**src/rtl/irt_ptr_pkg.sv**
```systemverilog
package irt_ptr_pkg;
  localparam int unsigned DW       = 64;
  localparam int unsigned FLD_W    = 4;
  localparam int unsigned CNT_W    = (1 << FLD_W) + 1;
  localparam int unsigned BASE_LSB = 12;
  localparam int unsigned HALF     = DW / 2;
  localparam logic [DW-1:0] WR_MASK  = ~(64'hFF << 4);
  localparam logic [DW-1:0] BASE_MASK = ~((64'h1 << BASE_LSB) - 64'h1);

  typedef struct packed {
    logic wr_lo_full;
    logic wr_lo_half;
    logic wr_hi;
    logic wr_hi_bad;
    logic wr_cmd;
    logic rd_lo64;
    logic rd_lo32;
    logic rd_hi;
    logic rd_sts;
    logic rd_any;
  } req_dec_t;

  function automatic logic [CNT_W-1:0] entry_count(input logic [FLD_W-1:0] fld);
    int unsigned sh;
    sh = int'(fld) + 1;
    return CNT_W'(1) << sh;
  endfunction
endpackage

```
**src/rtl/irt_req_dec.sv**
```systemverilog
module irt_req_dec
  import irt_ptr_pkg::*;
#(
  parameter int unsigned ADDR_W  = 8,
  parameter int unsigned OFF_CMD = 'h00,
  parameter int unsigned OFF_STS = 'h04,
  parameter int unsigned OFF_LO  = 'h20,
  parameter int unsigned OFF_HI  = 'h24
) (
  input  logic              valid_i,
  input  logic              write_i,
  input  logic [ADDR_W-1:0] addr_i,
  input  logic [3:0]        size_i,
  output req_dec_t          dec_o
);
  logic is_cmd, is_sts, is_lo, is_hi, sz8, sz4, wr, rd;

  always_comb begin
    is_cmd = (addr_i == ADDR_W'(OFF_CMD));
    is_sts = (addr_i == ADDR_W'(OFF_STS));
    is_lo  = (addr_i == ADDR_W'(OFF_LO));
    is_hi  = (addr_i == ADDR_W'(OFF_HI));
    sz8    = (size_i == 4'd8);
    sz4    = (size_i == 4'd4);
    wr     = valid_i & write_i;
    rd     = valid_i & ~write_i;

    dec_o.wr_lo_full = wr & is_lo & sz8;
    dec_o.wr_lo_half = wr & is_lo & ~sz8;
    dec_o.wr_hi      = wr & is_hi & sz4;
    dec_o.wr_hi_bad  = wr & is_hi & ~sz4;
    dec_o.wr_cmd     = wr & is_cmd;
    dec_o.rd_lo64    = rd & is_lo & sz8;
    dec_o.rd_lo32    = rd & is_lo & ~sz8;
    dec_o.rd_hi      = rd & is_hi;
    dec_o.rd_sts     = rd & is_sts;
    dec_o.rd_any     = rd;
  end
endmodule

```
**src/rtl/irt_addr_reg.sv**
```systemverilog
module irt_addr_reg
  import irt_ptr_pkg::*;
(
  input  logic          clk_i,
  input  logic          rst_ni,
  input  req_dec_t      dec_i,
  input  logic [DW-1:0] wdata_i,
  output logic [DW-1:0] val_o,
  output logic          err_o
);
  logic [DW-1:0] val_q, val_d;
  logic          err_q;

  always_comb begin
    val_d = val_q;
    if (dec_i.wr_lo_full)      val_d = wdata_i;
    else if (dec_i.wr_lo_half) val_d[HALF-1:0] = wdata_i[HALF-1:0];
    else if (dec_i.wr_hi)      val_d[DW-1:HALF] = wdata_i[HALF-1:0];
    val_d = val_d & WR_MASK;
  end

  always_ff @(posedge clk_i or negedge rst_ni) begin
    if (!rst_ni) begin
      val_q <= '0;
      err_q <= 1'b0;
    end else begin
      val_q <= val_d;
      err_q <= dec_i.wr_hi_bad;
    end
  end

  assign val_o = val_q;
  assign err_o = err_q;

  // bad-sized high write is dropped and flagged
  p_hi_bad_drop_r5: assert property (@(posedge clk_i) disable iff (!rst_ni)
    dec_i.wr_hi_bad |=> err_q && $stable(val_q));
  // high write keeps the low half
  p_hi_keeps_lo_r4: assert property (@(posedge clk_i) disable iff (!rst_ni)
    dec_i.wr_hi |=> $stable(val_q[HALF-1:0]));
  // half write keeps the high half
  p_lo_half_keeps_hi_r3: assert property (@(posedge clk_i) disable iff (!rst_ni)
    dec_i.wr_lo_half |=> $stable(val_q[DW-1:HALF]));
endmodule

```
**src/rtl/irt_ptr_latch.sv**
```systemverilog
module irt_ptr_latch
  import irt_ptr_pkg::*;
(
  input  logic             clk_i,
  input  logic             rst_ni,
  input  logic             set_i,
  input  logic [DW-1:0]    reg_val_i,
  output logic [DW-1:0]    base_o,
  output logic [CNT_W-1:0] cnt_o,
  output logic             sts_o,
  output logic             done_o
);
  logic [DW-1:0]    base_q;
  logic [CNT_W-1:0] cnt_q;
  logic             sts_q, done_q;

  always_ff @(posedge clk_i or negedge rst_ni) begin
    if (!rst_ni) begin
      base_q <= '0;
      cnt_q  <= '0;
      sts_q  <= 1'b0;
      done_q <= 1'b0;
    end else begin
      done_q <= set_i;
      if (set_i) begin
        base_q <= reg_val_i & BASE_MASK;
        cnt_q  <= entry_count(reg_val_i[FLD_W-1:0]);
        sts_q  <= 1'b1;
      end
    end
  end

  assign base_o = base_q;
  assign cnt_o  = cnt_q;
  assign sts_o  = sts_q;
  assign done_o = done_q;

  // captured values hold without a command
  p_hold_r8: assert property (@(posedge clk_i) disable iff (!rst_ni)
    !set_i |=> $stable(base_q) && $stable(cnt_q));
  // status is sticky
  p_sts_sticky_r9: assert property (@(posedge clk_i) disable iff (!rst_ni)
    sts_q |=> sts_q);
  // done accompanies the capture, for one cycle
  p_done_with_set_r10: assert property (@(posedge clk_i) disable iff (!rst_ni)
    set_i |=> done_q && sts_q);
  p_done_pulse_r10: assert property (@(posedge clk_i) disable iff (!rst_ni)
    (done_q && !set_i) |=> !done_q);
  // count is a single power of two after capture
  p_cnt_pow2_r7: assert property (@(posedge clk_i) disable iff (!rst_ni)
    set_i |=> ($countones(cnt_q) == 1));
endmodule

```
**src/rtl/irt_rd_path.sv**
```systemverilog
module irt_rd_path
  import irt_ptr_pkg::*;
#(
  parameter int unsigned SETPTR_BIT = 24
) (
  input  logic          clk_i,
  input  logic          rst_ni,
  input  req_dec_t      dec_i,
  input  logic [DW-1:0] reg_val_i,
  input  logic          sts_i,
  output logic [DW-1:0] rdata_o
);
  logic [DW-1:0] rdata_q, rdata_d;

  always_comb begin
    rdata_d = '0;
    if (dec_i.rd_lo64)      rdata_d = reg_val_i;
    else if (dec_i.rd_lo32) rdata_d[HALF-1:0] = reg_val_i[HALF-1:0];
    else if (dec_i.rd_hi)   rdata_d[HALF-1:0] = reg_val_i[DW-1:HALF];
    else if (dec_i.rd_sts)  rdata_d[SETPTR_BIT] = sts_i;
  end

  always_ff @(posedge clk_i or negedge rst_ni) begin
    if (!rst_ni)           rdata_q <= '0;
    else if (dec_i.rd_any) rdata_q <= rdata_d;
  end

  assign rdata_o = rdata_q;

  // high-offset reads return only the upper half, shifted down
  p_hi_read_upper_zero_r6: assert property (@(posedge clk_i) disable iff (!rst_ni)
    dec_i.rd_hi |=> (rdata_q[DW-1:HALF] == '0));
  // reserved bits never appear on a register read
  p_rsvd_zero_r2: assert property (@(posedge clk_i) disable iff (!rst_ni)
    dec_i.rd_lo64 |=> (rdata_q[11:4] == '0));
endmodule

```
**src/rtl/irt_ptr_regs.sv**
```systemverilog
module irt_ptr_regs
  import irt_ptr_pkg::*;
#(
  parameter int unsigned ADDR_W     = 8,
  parameter int unsigned OFF_CMD    = 'h00,
  parameter int unsigned OFF_STS    = 'h04,
  parameter int unsigned OFF_LO     = 'h20,
  parameter int unsigned OFF_HI     = 'h24,
  parameter int unsigned SETPTR_BIT = 24
) (
  input  logic              clk_i,
  input  logic              rst_ni,
  input  logic              req_valid_i,
  input  logic              req_write_i,
  input  logic [ADDR_W-1:0] req_addr_i,
  input  logic [3:0]        req_size_i,
  input  logic [63:0]       req_wdata_i,
  output logic [63:0]       rdata_o,
  output logic              err_o,
  output logic [63:0]       tbl_base_o,
  output logic [16:0]       tbl_cnt_o,
  output logic              latch_done_o
);
  req_dec_t      dec;
  logic [DW-1:0] reg_val;
  logic          sts, set_ptr;

  irt_req_dec #(
    .ADDR_W (ADDR_W), .OFF_CMD(OFF_CMD), .OFF_STS(OFF_STS),
    .OFF_LO (OFF_LO), .OFF_HI (OFF_HI)
  ) u_dec (
    .valid_i(req_valid_i), .write_i(req_write_i),
    .addr_i (req_addr_i),  .size_i (req_size_i),
    .dec_o  (dec)
  );

  irt_addr_reg u_reg (
    .clk_i(clk_i), .rst_ni(rst_ni), .dec_i(dec),
    .wdata_i(req_wdata_i), .val_o(reg_val), .err_o(err_o)
  );

  // other command bits have no effect here; set-pointer is acted on last
  assign set_ptr = dec.wr_cmd & req_wdata_i[SETPTR_BIT];

  irt_ptr_latch u_latch (
    .clk_i(clk_i), .rst_ni(rst_ni), .set_i(set_ptr),
    .reg_val_i(reg_val), .base_o(tbl_base_o), .cnt_o(tbl_cnt_o),
    .sts_o(sts), .done_o(latch_done_o)
  );

  irt_rd_path #(.SETPTR_BIT(SETPTR_BIT)) u_rd (
    .clk_i(clk_i), .rst_ni(rst_ni), .dec_i(dec),
    .reg_val_i(reg_val), .sts_i(sts), .rdata_o(rdata_o)
  );

  // nothing is captured while the status flag is clear
  p_no_capture_before_sts_r1: assert property (@(posedge clk_i) disable iff (!rst_ni)
    !sts |-> (tbl_cnt_o == '0) && (tbl_base_o == '0));
endmodule

```
**config.mk**
```make
export PLATFORM = sky130hd
export DESIGN_NAME = irt_ptr_regs
export DESIGN_NICKNAME = d
export VERILOG_FILES = /design/src/rtl/irt_ptr_pkg.sv /design/src/rtl/irt_req_dec.sv /design/src/rtl/irt_addr_reg.sv /design/src/rtl/irt_ptr_latch.sv /design/src/rtl/irt_rd_path.sv /design/src/rtl/irt_ptr_regs.sv
export SDC_FILE = /design/constraint.sdc
export NUM_CORES = 1
export LEC_CHECK = 0
export BUFFER_PORTS_ARGS = -buffer_cell sky130_fd_sc_hd__buf_2
export CAP_MARGIN = 20
export CORE_MARGIN = 3
export CORE_UTILIZATION = 30
export CTS_CLUSTER_DIAMETER = 40
export DETAILED_ROUTE_END_ITERATION = 8
export PLACE_DENSITY_LB_ADDON = 0.2
export RECOVER_POWER = 100
export SLEW_MARGIN = 20
export SYNTH_ARGS = -nofsm -noshare
export SYNTH_HDL_FRONTEND = slang
export SYNTH_SLANG_ARGS = --single-unit
```
**constraint.sdc**
```tcl
create_clock -name clk_i -period 1.9 [get_ports clk_i]
set_clock_uncertainty 0.15 [all_clocks]
set_input_delay 0.19 -clock clk_i [delete_from_list [all_inputs] [get_ports clk_i]]
set_output_delay 0.19 -clock clk_i [all_outputs]
set_load 0.1 [all_outputs]
```
* Yosys cells after proc, flatten, opt, wreduce, memory -nomap -nowiden
Index checks and enable logic that the tools add are counted.
** Operators by class
- Shift operators :: 1
- Equality and inequality tests :: 6
- Bitwise gates (word level) :: 18
- Reductions and logical operators :: 4
- Multiplexer cells :: 11
- Add/subtract/negate cells :: 1
** Operator list (count)
- $mux 32 :: 6
- $mux 64 :: 1
- $shl 1x32->17 const A :: 1
- $mux 24 :: 1
- $eq 8x6->1 const B :: 2
- $and 1x1->1 :: 15
- $eq 8x3->1 const B :: 1
- $logic_not 8->1 :: 1
- $mux 7 :: 1
- $add 4x1->5 const B :: 1
- $eq 4x3->1 const B :: 1
- $eq 4x4->1 const B :: 1
- $reduce_bool 2->1 :: 2
- $not 1->1 :: 3
- $mux 1 :: 2
- $ne 2x1->1 const B :: 1
- $reduce_and 2->1 :: 1
** Word-level totals
- Output and inout bits :: 147
- Flip-flop bits (word level) :: 192
- Input port bits :: 80
- Word-level logic and storage cells :: 49

* Logic depth before layout (Yosys ltp)
Gate-level depths: netlist (run 1).
- Depth after elaboration :: 7
- Depth in mapped cells :: 8
- Gate-level depth less buffers :: 4

* By module
A second synthesis (run 1) with hierarchy kept.
** Unflattened totals
- Cell total of the unflattened synthesis :: 772
- Area total of the unflattened synthesis :: 8807.2 um^2
** By module, submodules not included
- irt_rd_path :: area each 2954.1 um^2, cells each 322, times used 1, seq. area each 1601.5 um^2
- irt_addr_reg :: area each 2856.5 um^2, cells each 242, times used 1, seq. area each 1426.4 um^2
- irt_ptr_latch :: area each 2832.7 um^2, cells each 186, times used 1, seq. area each 1776.7 um^2
- irt_req_dec :: area each 157.7 um^2, cells each 21, times used 1, seq. area each 0.0 um^2
- irt_ptr_regs :: area each 6.3 um^2, cells each 1, times used 1, seq. area each 0.0 um^2

* Worst setup path before layout (run 1)
No wires, ideal clock.
- Path kind :: input-to-reg
- Start point :: input port req_addr_i[3]
- End point :: register u_latch.base_q[31] (netlist: u_latch.base_o[31])
- Path slack :: -0.078 ns
- Data required time :: 1.628 ns
- Buffers on the path :: 4
- Library setup time :: 0.122 ns
- Cell stages on the path :: 8
- Data arrival time :: 1.707 ns
- Cells stage by stage :: or4_1 buf_2 or3_1 buf_4 buf_6 buf_6 nand2_1 nand2_1
** Between the ends
- Longest elaborated chain between the ends :: 3
** RTL lines
- start, declared :: RTL line irt_ptr_regs.sv:15 : input logic [ADDR_W-1:0] req_addr_i,
- $logic_not 8->1 :: RTL line irt_req_dec.sv:19 : is_cmd = (addr_i == ADDR_W'(OFF_CMD));
- $and 1x1->1 :: RTL line irt_req_dec.sv:32 : dec_o.wr_cmd = wr & is_cmd;
- $and 1x1->1 :: RTL line irt_ptr_regs.sv:43 : assign set_ptr = dec.wr_cmd & req_wdata_i[SETPTR_BIT];
- end signal, assigned :: RTL line irt_ptr_latch.sv:26 : base_q <= reg_val_i & BASE_MASK;
- end, declared :: RTL line irt_ptr_latch.sv:13 : logic [DW-1:0] base_q;
Every way passes these cells.
A chain may end at the register's enable or synchronous reset.

* Final worst setup path (run 1)
- Start point :: input port req_addr_i[3]
- End point :: register u_rd.rdata_q[33] (netlist: u_rd.rdata_o[33])
** Between the ends
- Longest elaborated chain between the ends :: 4
** RTL lines
- $eq 8x6->1 :: RTL line irt_req_dec.sv:21 : is_lo = (addr_i == ADDR_W'(OFF_LO));
- $and 1x1->1 (2 in a row) :: RTL line irt_req_dec.sv:33 : dec_o.rd_lo64 = rd & is_lo & sz8;
- $mux 32 :: RTL line irt_rd_path.sv:17 : if (dec_i.rd_lo64) rdata_d = reg_val_i;
- end signal, assigned :: RTL line irt_rd_path.sv:25 : else if (dec_i.rd_any) rdata_q <= rdata_d;
- end, declared :: RTL line irt_rd_path.sv:13 : logic [DW-1:0] rdata_q, rdata_d;
Every way passes these cells.

==> results_dict.tcl, run 1 <==
set metrics [dict create \
    status "finished, final reports clean" \
    finalCritPeriodShare 0.8957 \
    finalSetupViolations 0 \
    first_pass_iters 5 \
    die_area_um2 27220 \
    clk_pin_slew_ns 0.08 \
    ys_warn_count 0 \
    synth.most_common_cell "dfrtp_1" \
    timing.rr.start "u_reg.val_o[3]" \
    report.final.slew_viol_count 0 \
    required_ns 2.11 \
    seq_power_share 0.485 \
    critical_path.startpoint "req_addr_i[3]" \
    cp.arrival_ns 1.91 \
    synth-edff-count 0 \
    switchingPower_mw 2.319 \
    cp_cell_sequence "clkbuf_1 -> nor4_1 -> buf_4 -> nand3_1 -> nor3_1 -> buf_4 -> a22o_1" \
    clkPwrFrac 0.427 \
    synth_seq_area_share 0.6336 \
    viasPerCell 4.745 \
    ant_nets 0 \
    worst_slew_pin_slew_ns 0.8911 \
    layout.nets 1050 \
    place_area_um2 9311 \
    core_area_um2 24600 \
    grt_overflow 0 \
    drive_above_1_share 0.3082 \
    die-width_um 165.0 \
    endpoint "u_rd.rdata_o[33]" \
    dp_hpwl_mm 15.96 \
    wl_per_cell_um 17.95 \
    sw_frac_of_total 0.2701 \
    worstSetupPathType "input port to register" \
    routed_wl_mm 23.47 \
    final_area_um2 10480 \
    path_depth 7 \
    area.growth.synth_to_final_pct 38.18 \
    pwr-share-comb 0.088 \
    intPower_mw 6.266 \
    cp_max_fo 16 \
    hp-class "input port to register" \
    fp-row-count 57 \
    syn_area_um2 7584 \
    drcViolationCount 0 \
    grt_first_pass_wirelength_mm 36.50 \
    leakagePower_nw 5.552 \
    yosysTopAreaCell "dfrtp_1" \
    path_buf_inv 3 \
    synth.area.top_cells "dfrtp_1 63%, nand2_1 6.0%, a22o_1 4.6%" \
    cpMostUsedCell "buf_4" \
    end_kind "register" \
    r2r_setup_slack_ns 0.52 \
    relSlewSlack 0.4032 \
    worst-r2r-cell-count 3 \
    syn-instance-count 679 \
    power_mw 8.585 \
    rr_endpoint "u_latch.cnt_o[12]" \
    layout_min_cycle_time_ns 1.702 \
    cts_sinks 192 \
    synthTopCellsByCount "192 x dfrtp_1, 122 x nand2_1, 40 x a22o_1" \
    cts_tree "yes" \
    clockBufferDepth 2 \
    drv_cap 0 \
    power.density_nw_per_um2 819.2 \
    die_y_um 165.0 \
    fmax_ghz 0.5876 \
    drt_iter0_drc 328 \
    cts-root-buf "clkbuf_16" \
    synth_cell_types 37 \
    grt_pass1_vias 6376 \
    cp-start-kind "input port" \
    slowest_delay_ns 0.44 \
    synth_ff_type "dfrtp_1" \
    rsz0062_at_grt "no" \
    peakVddDrop_mv 0.4485 \
    cts-buffers-inserted 17 \
    crit_family "simple AND/OR/NAND/NOR gates" \
    ys_ff_latch 192 \
    io_pins 227 \
    netlist.area_leader.share 0.6336 \
    cp_slowest_cell "nor4_1" \
    portBuffers 214 \
    hold_violations 0 \
    grt_max_degree 64 \
    cts_resized 0 \
    antenna_found_initial 0 \
    start_util 0.3082 \
    grt_use_total 0.1750 \
    num_vias 6207 \
    ys_async_sr_fraction 1.000 \
    place.gp.congestion 0.7517 \
    avgSynthCellArea_um2 11.17 \
    n_fill_cell 2434 \
    clock_latency_ns 0.43 \
    h-tree-depth 4 \
]
==> cell families after synthesis <==
kind of cell           after synthesis  synth area share
AO/OA/AOI/OAI                      169            0.1526
buffers and inverters               96           0.05906
flip-flops                         192            0.6336
multiplexers                        24           0.03564
other                                1         0.0004945
AND/OR/NAND/NOR                    197            0.1186
==> tightest hold or removal path: cells and delay by family <==
family / cells / cell delay [ns]
and+or+nand+nor: 1 / 0.16
buffers and inverters: 1 / 0.13
AOI/OAI and AO/OA: 1 / 0.11
==> layout by cell type (no fill, tap or decap), types with 6 or more instances in the layout <==
| master | Yosys | layout |
|---|---|---|
| clkbuf_2 | 2 | 137 |
| o21ai_1 | 32 | 6 |
| dlygate4sd3_1 | 0 | 68 |
| buf_4 | 13 | 15 |
| conb_1 | 1 | 12 |
| buf_12 | 0 | 10 |
| buf_2 | 17 | 75 |
| a221o_1 | 16 | 16 |
| o21ai_0 | 8 | 34 |
| and3_1 | 16 | 16 |
| clkbuf_1 | 26 | 12 |
| nor3_1 | 7 | 7 |
| nand2_1 | 122 | 122 |
| nor2_1 | 7 | 7 |
| a22o_1 | 40 | 40 |
| dfrtp_1 | 192 | 192 |
| a21oi_1 | 32 | 32 |
| inv_1 | 36 | 36 |
| o22ai_1 | 32 | 32 |
| mux2_2 | 24 | 24 |
| clkbuf_16 | 0 | 17 |
| nand3_1 | 19 | 19 |
==> layout make-up <==
type	instances	area, um^2	area share
sequential	192	4805	0.4585
clock inverter	14	165.2	0.01576
timing repair buffer	321	2143	0.2045
multi-input combinational	402	2384	0.2275
antenna	1	2.502	0.0002388
inverter	36	135.1	0.01290
tap	324	405.4	0.03869
clock buffer	18	439.2	0.04191
==> sequential cells by signal, indices dropped and copies added (netlist names) <==
name,flops
u_rd.rdata_o,64
u_reg.val_o,56
u_latch.base_o,52
u_latch.cnt_o,17
u_latch.done_o,1
u_latch.sts_o,1
u_reg.err_o,1
==> repair_timing <==
item                                   4_1_cts  5_1_grt
setup buffers                                0        0
endpoints found under the hold margin      250        0
hold buffers                                68        0
==> power by group through the flow <==
stage,logic (mW),registers [mW],clock network (mW)
final,0.757,4.16,3.67
after global routing,0.814,4.17,3.96
after CTS,0.785,4.16,3.78
after detailed placement,0.679,4.24,0
after global placement,0.674,4.24,0
after floorplan,0.211,4.43,0
==> metal layers <==
| metal | vias to the layer above | part of all wire | track usage |
|---|---|---|---|
| met5 | - | 0 | 0 |
| met2 | 179 | 0.48 | 0.2913 |
| li1 | 2960 | - | - |
| met4 | 0 | 0.012 | 0.04994 |
| met1 | 3051 | 0.45 | 0.2313 |
| met3 | 17 | 0.056 | 0.03587 |
==> stage by stage <==
| step | setup slack, ns | utilization | hold slack [ns] | cells | setup TNS, ns |
|---|---|---|---|---|---|
| final | 0.1983 | 0.4259 | 0.04694 | 1308 | 0 |
| after global routing | 0.1060 | 0.4258 | 0.05852 | 1307 | 0 |
| after CTS | 0.2683 | 0.4307 | 0.04889 | 1307 | 0 |
| after detailed placement | -0.1618 | 0.3784 | 0.03172 | 1207 | -10.74 |
| after global placement | -0.1691 | 0.3784 | 0.02591 | 1207 | -8.385 |
| after floorplan | -0.01245 | - | -0.2556 | 690 | -0.1245 |
==> worst min-delay path by stage <==
stage | start | endpoint | slack, ns | cells past startpoint
after floorplan | rst_ni | u_latch.base_o[12] | -0.26 | 0
after global placement | rst_ni | u_latch.base_o[23] | 0.03 | 1
after detailed placement | rst_ni | u_latch.base_o[23] | 0.03 | 1
after CTS | req_valid_i | u_rd.rdata_o[24] | 0.05 | 3
after global routing | req_valid_i | u_rd.rdata_o[24] | 0.06 | 3
final | req_valid_i | u_rd.rdata_o[24] | 0.05 | 3
Note: power is estimated with default switching activity, not from simulation.
==> inputs of run 2 (changes only) <==
--- a/config.mk
+++ b/config.mk
@@ -8,7 +8,7 @@
 export BUFFER_PORTS_ARGS = -buffer_cell sky130_fd_sc_hd__buf_2
 export CAP_MARGIN = 20
 export CORE_MARGIN = 3
-export CORE_UTILIZATION = 30
+export CORE_UTILIZATION = 45
 export CTS_CLUSTER_DIAMETER = 40
 export DETAILED_ROUTE_END_ITERATION = 8
 export PLACE_DENSITY_LB_ADDON = 0.2
==> run 2 against run 1 <==
Total power barely moved. Setup slack worse by 0.13 ns. Hold slack worse by 0.024 ns. Die area shrank 32%. Critical path depth stayed put. Non-clock buffer count is 3 lower. Sequential share of layout area is 1.0 points higher. Clock power about the same. Combinational power barely moved. Cell area is 2.2% lower. Count of clock-buffer cells in the layout up 3.
==> results_dict.tcl, run 2 (synthesis results as in run 1) <==
set metrics [dict create \
    status "finished, final reports clean" \
    cp-start-kind "input port" \
    r2r_setup_slack_ns 0.56 \
    hold_depth 4 \
    seq_power_share 0.485 \
    cts_sinks 192 \
    diodes 0 \
    dp_hpwl_mm 15.26 \
    layout_min_cycle_time_ns 1.827 \
    grt_max_degree 63 \
    post_cts_buffers 0 \
    hold_violations 0 \
    portBuffers 214 \
    hp-class "input port to register" \
    num_vias 6489 \
    worst_slack_ns 0.07262 \
    wl_per_cell_um 18.73 \
    clkPwrFrac 0.427 \
    intPower_mw 6.510 \
    timing.rr.start "u_reg.val_o[0]" \
    final_area_um2 10250 \
    grt_first_pass_wirelength_mm 35.15 \
    switchingPower_mw 2.076 \
    start_util 0.4689 \
    die-width_um 135.8 \
    required_ns 2.05 \
    min_to "u_rd.rdata_o[24]" \
    finalSetupViolations 0 \
    routed_wl_mm 22.36 \
    critical_path.startpoint "req_wdata_i[24]" \
    peakVddDrop_mv 0.6305 \
    cp_max_fo 47 \
    grt_use_total 0.2461 \
    power_mw 8.586 \
    layout.nets 1047 \
    pwr-share-comb 0.088 \
    leakagePower_nw 5.525 \
    largest_reg_flops 64 \
    fin_util 0.6338 \
    cts_resized 0 \
    rr_endpoint "u_latch.cnt_o[14]" \
    h-tree-depth 4 \
    cts-buffers-inserted 17 \
    report.final.slew_viol_count 0 \
    io_pins 227 \
    core_area_um2 16170 \
    ant_nets 0 \
    worst-r2r-cell-count 3 \
    place_area_um2 9072 \
    grt_overflow 0 \
    power.density_nw_per_um2 837.6 \
    cp.arrival_ns 1.98 \
    sw_frac_of_total 0.2418 \
    mostFrequentLayoutCells "192 x dfrtp_1, 143 x clkbuf_2, 122 x nand2_1" \
    drive_above_1_share 0.3088 \
    place.gp.congestion 0.7906 \
    worstSetupPathType "input port to register" \
    grt_pass1_vias 6632 \
    die_area_um2 18450 \
    viasPerCell 5.435 \
    tns_ns 0 \
    end_kind "register" \
    area.growth.synth_to_final_pct 35.18 \
    fmax_ghz 0.5472 \
    fp-row-count 46 \
    relSlewSlack 0.4173 \
    cts_tree "yes" \
    mostFrequentLayoutCell "dfrtp_1" \
    clockBufferDepth 2 \
    drcViolationCount 0 \
    drt_iter0_drc 498 \
    clock_latency_ns 0.43 \
    cts-root-buf "clkbuf_16" \
    dpl_worst_slack_ns -0.2139 \
    die_y_um 135.8 \
    rsz0062_at_grt "no" \
    antenna_found_initial 0 \
    holdCritStartpoint "req_addr_i[1]" \
    first_pass_iters 7 \
    n_fill_cell 1298 \
    drv_cap 0 \
    finalCritPeriodShare 0.9618 \
    worst_slew_pin_slew_ns 0.8702 \
    clk_pin_slew_ns 0.07 \
]
-- run 2: cell types whose count changed in the layout (fill, tap and decap cells not counted), sizes merged --
cell,previous run,this run
bufinv,1,3
inv,43,37
clkbuf,169,175
diode,1,0
buf,102,98
clkinv,4,2
clkinvlp,2,3
dlygate4sd3,68,66
-- run 2: power groups by stage --
| stage | Sequential (mW) | Combinational [mW] | Clock (mW) |
|---|---|---|---|
| finish | 4.17 | 0.759 | 3.66 |
| global route | 4.17 | 0.809 | 3.89 |
| CTS | 4.16 | 0.770 | 3.73 |
| detailed placement | 4.24 | 0.664 | 0 |
| global placement | 4.24 | 0.651 | 0 |
| floorplan | 4.43 | 0.211 | 0 |
-- run 2: final cells by class --
| class | count | area (um^2) | share of cell area |
|---|---|---|---|
| tap | 216 | 270.3 | 0.02636 |
| sequential | 192 | 4805 | 0.4687 |
| multi-input combinational | 402 | 2377 | 0.2319 |
| inverter | 36 | 135.1 | 0.01318 |
| clock inverter | 9 | 131.4 | 0.01282 |
| timing repair buffer | 318 | 2062 | 0.2011 |
| clock buffer | 21 | 470.5 | 0.04589 |
-- run 2: repair_timing --
action	in CTS	in global routing
endpoints found under the setup margin	0	0
hold buffers	66	0
endpoints found under the hold margin	248	0
-- run 2: worst max-delay path, stage by stage --
cell	delay (ns)
dlygate4sd3_1	0.52
clkbuf_1	0.15
nand3_1	0.12
or3_1	0.54
buf_12	0.24
nand2_1	0.10
o21ai_0	0.09
-- run 2: per-stage QoR --
step	std cells	hold WS, ns
after global placement	1098	-0.002234
after CTS	1194	0.004779
after floorplan	690	-0.2556
final	1194	0.02279
after detailed placement	1098	0.01122
after global routing	1194	0.05248
-- run 2: how the worst max path moves through the flow --
| stage | end | slack, ns | cells after the start |
|---|---|---|---|
| after detailed placement | u_reg.val_o[23] | -0.21 | 7 |
| after global routing | u_latch.base_o[61] | 0.06 | 7 |
| after floorplan | u_latch.base_o[31] | -0.01 | 8 |
| final | u_latch.base_o[54] | 0.07 | 7 |
| after global placement | u_reg.val_o[19] | -0.24 | 7 |
| after CTS | u_reg.val_o[20] | 0.24 | 7 |
-- run 2: routing by layer --
metal  part of all wire  vias up  GRT usage
li1                   -     2944          -
met1               0.41     3204     0.3233
met2               0.50      294     0.4043
met3              0.069       47    0.04959
met4              0.027        0    0.09798
met5                  0        -          0
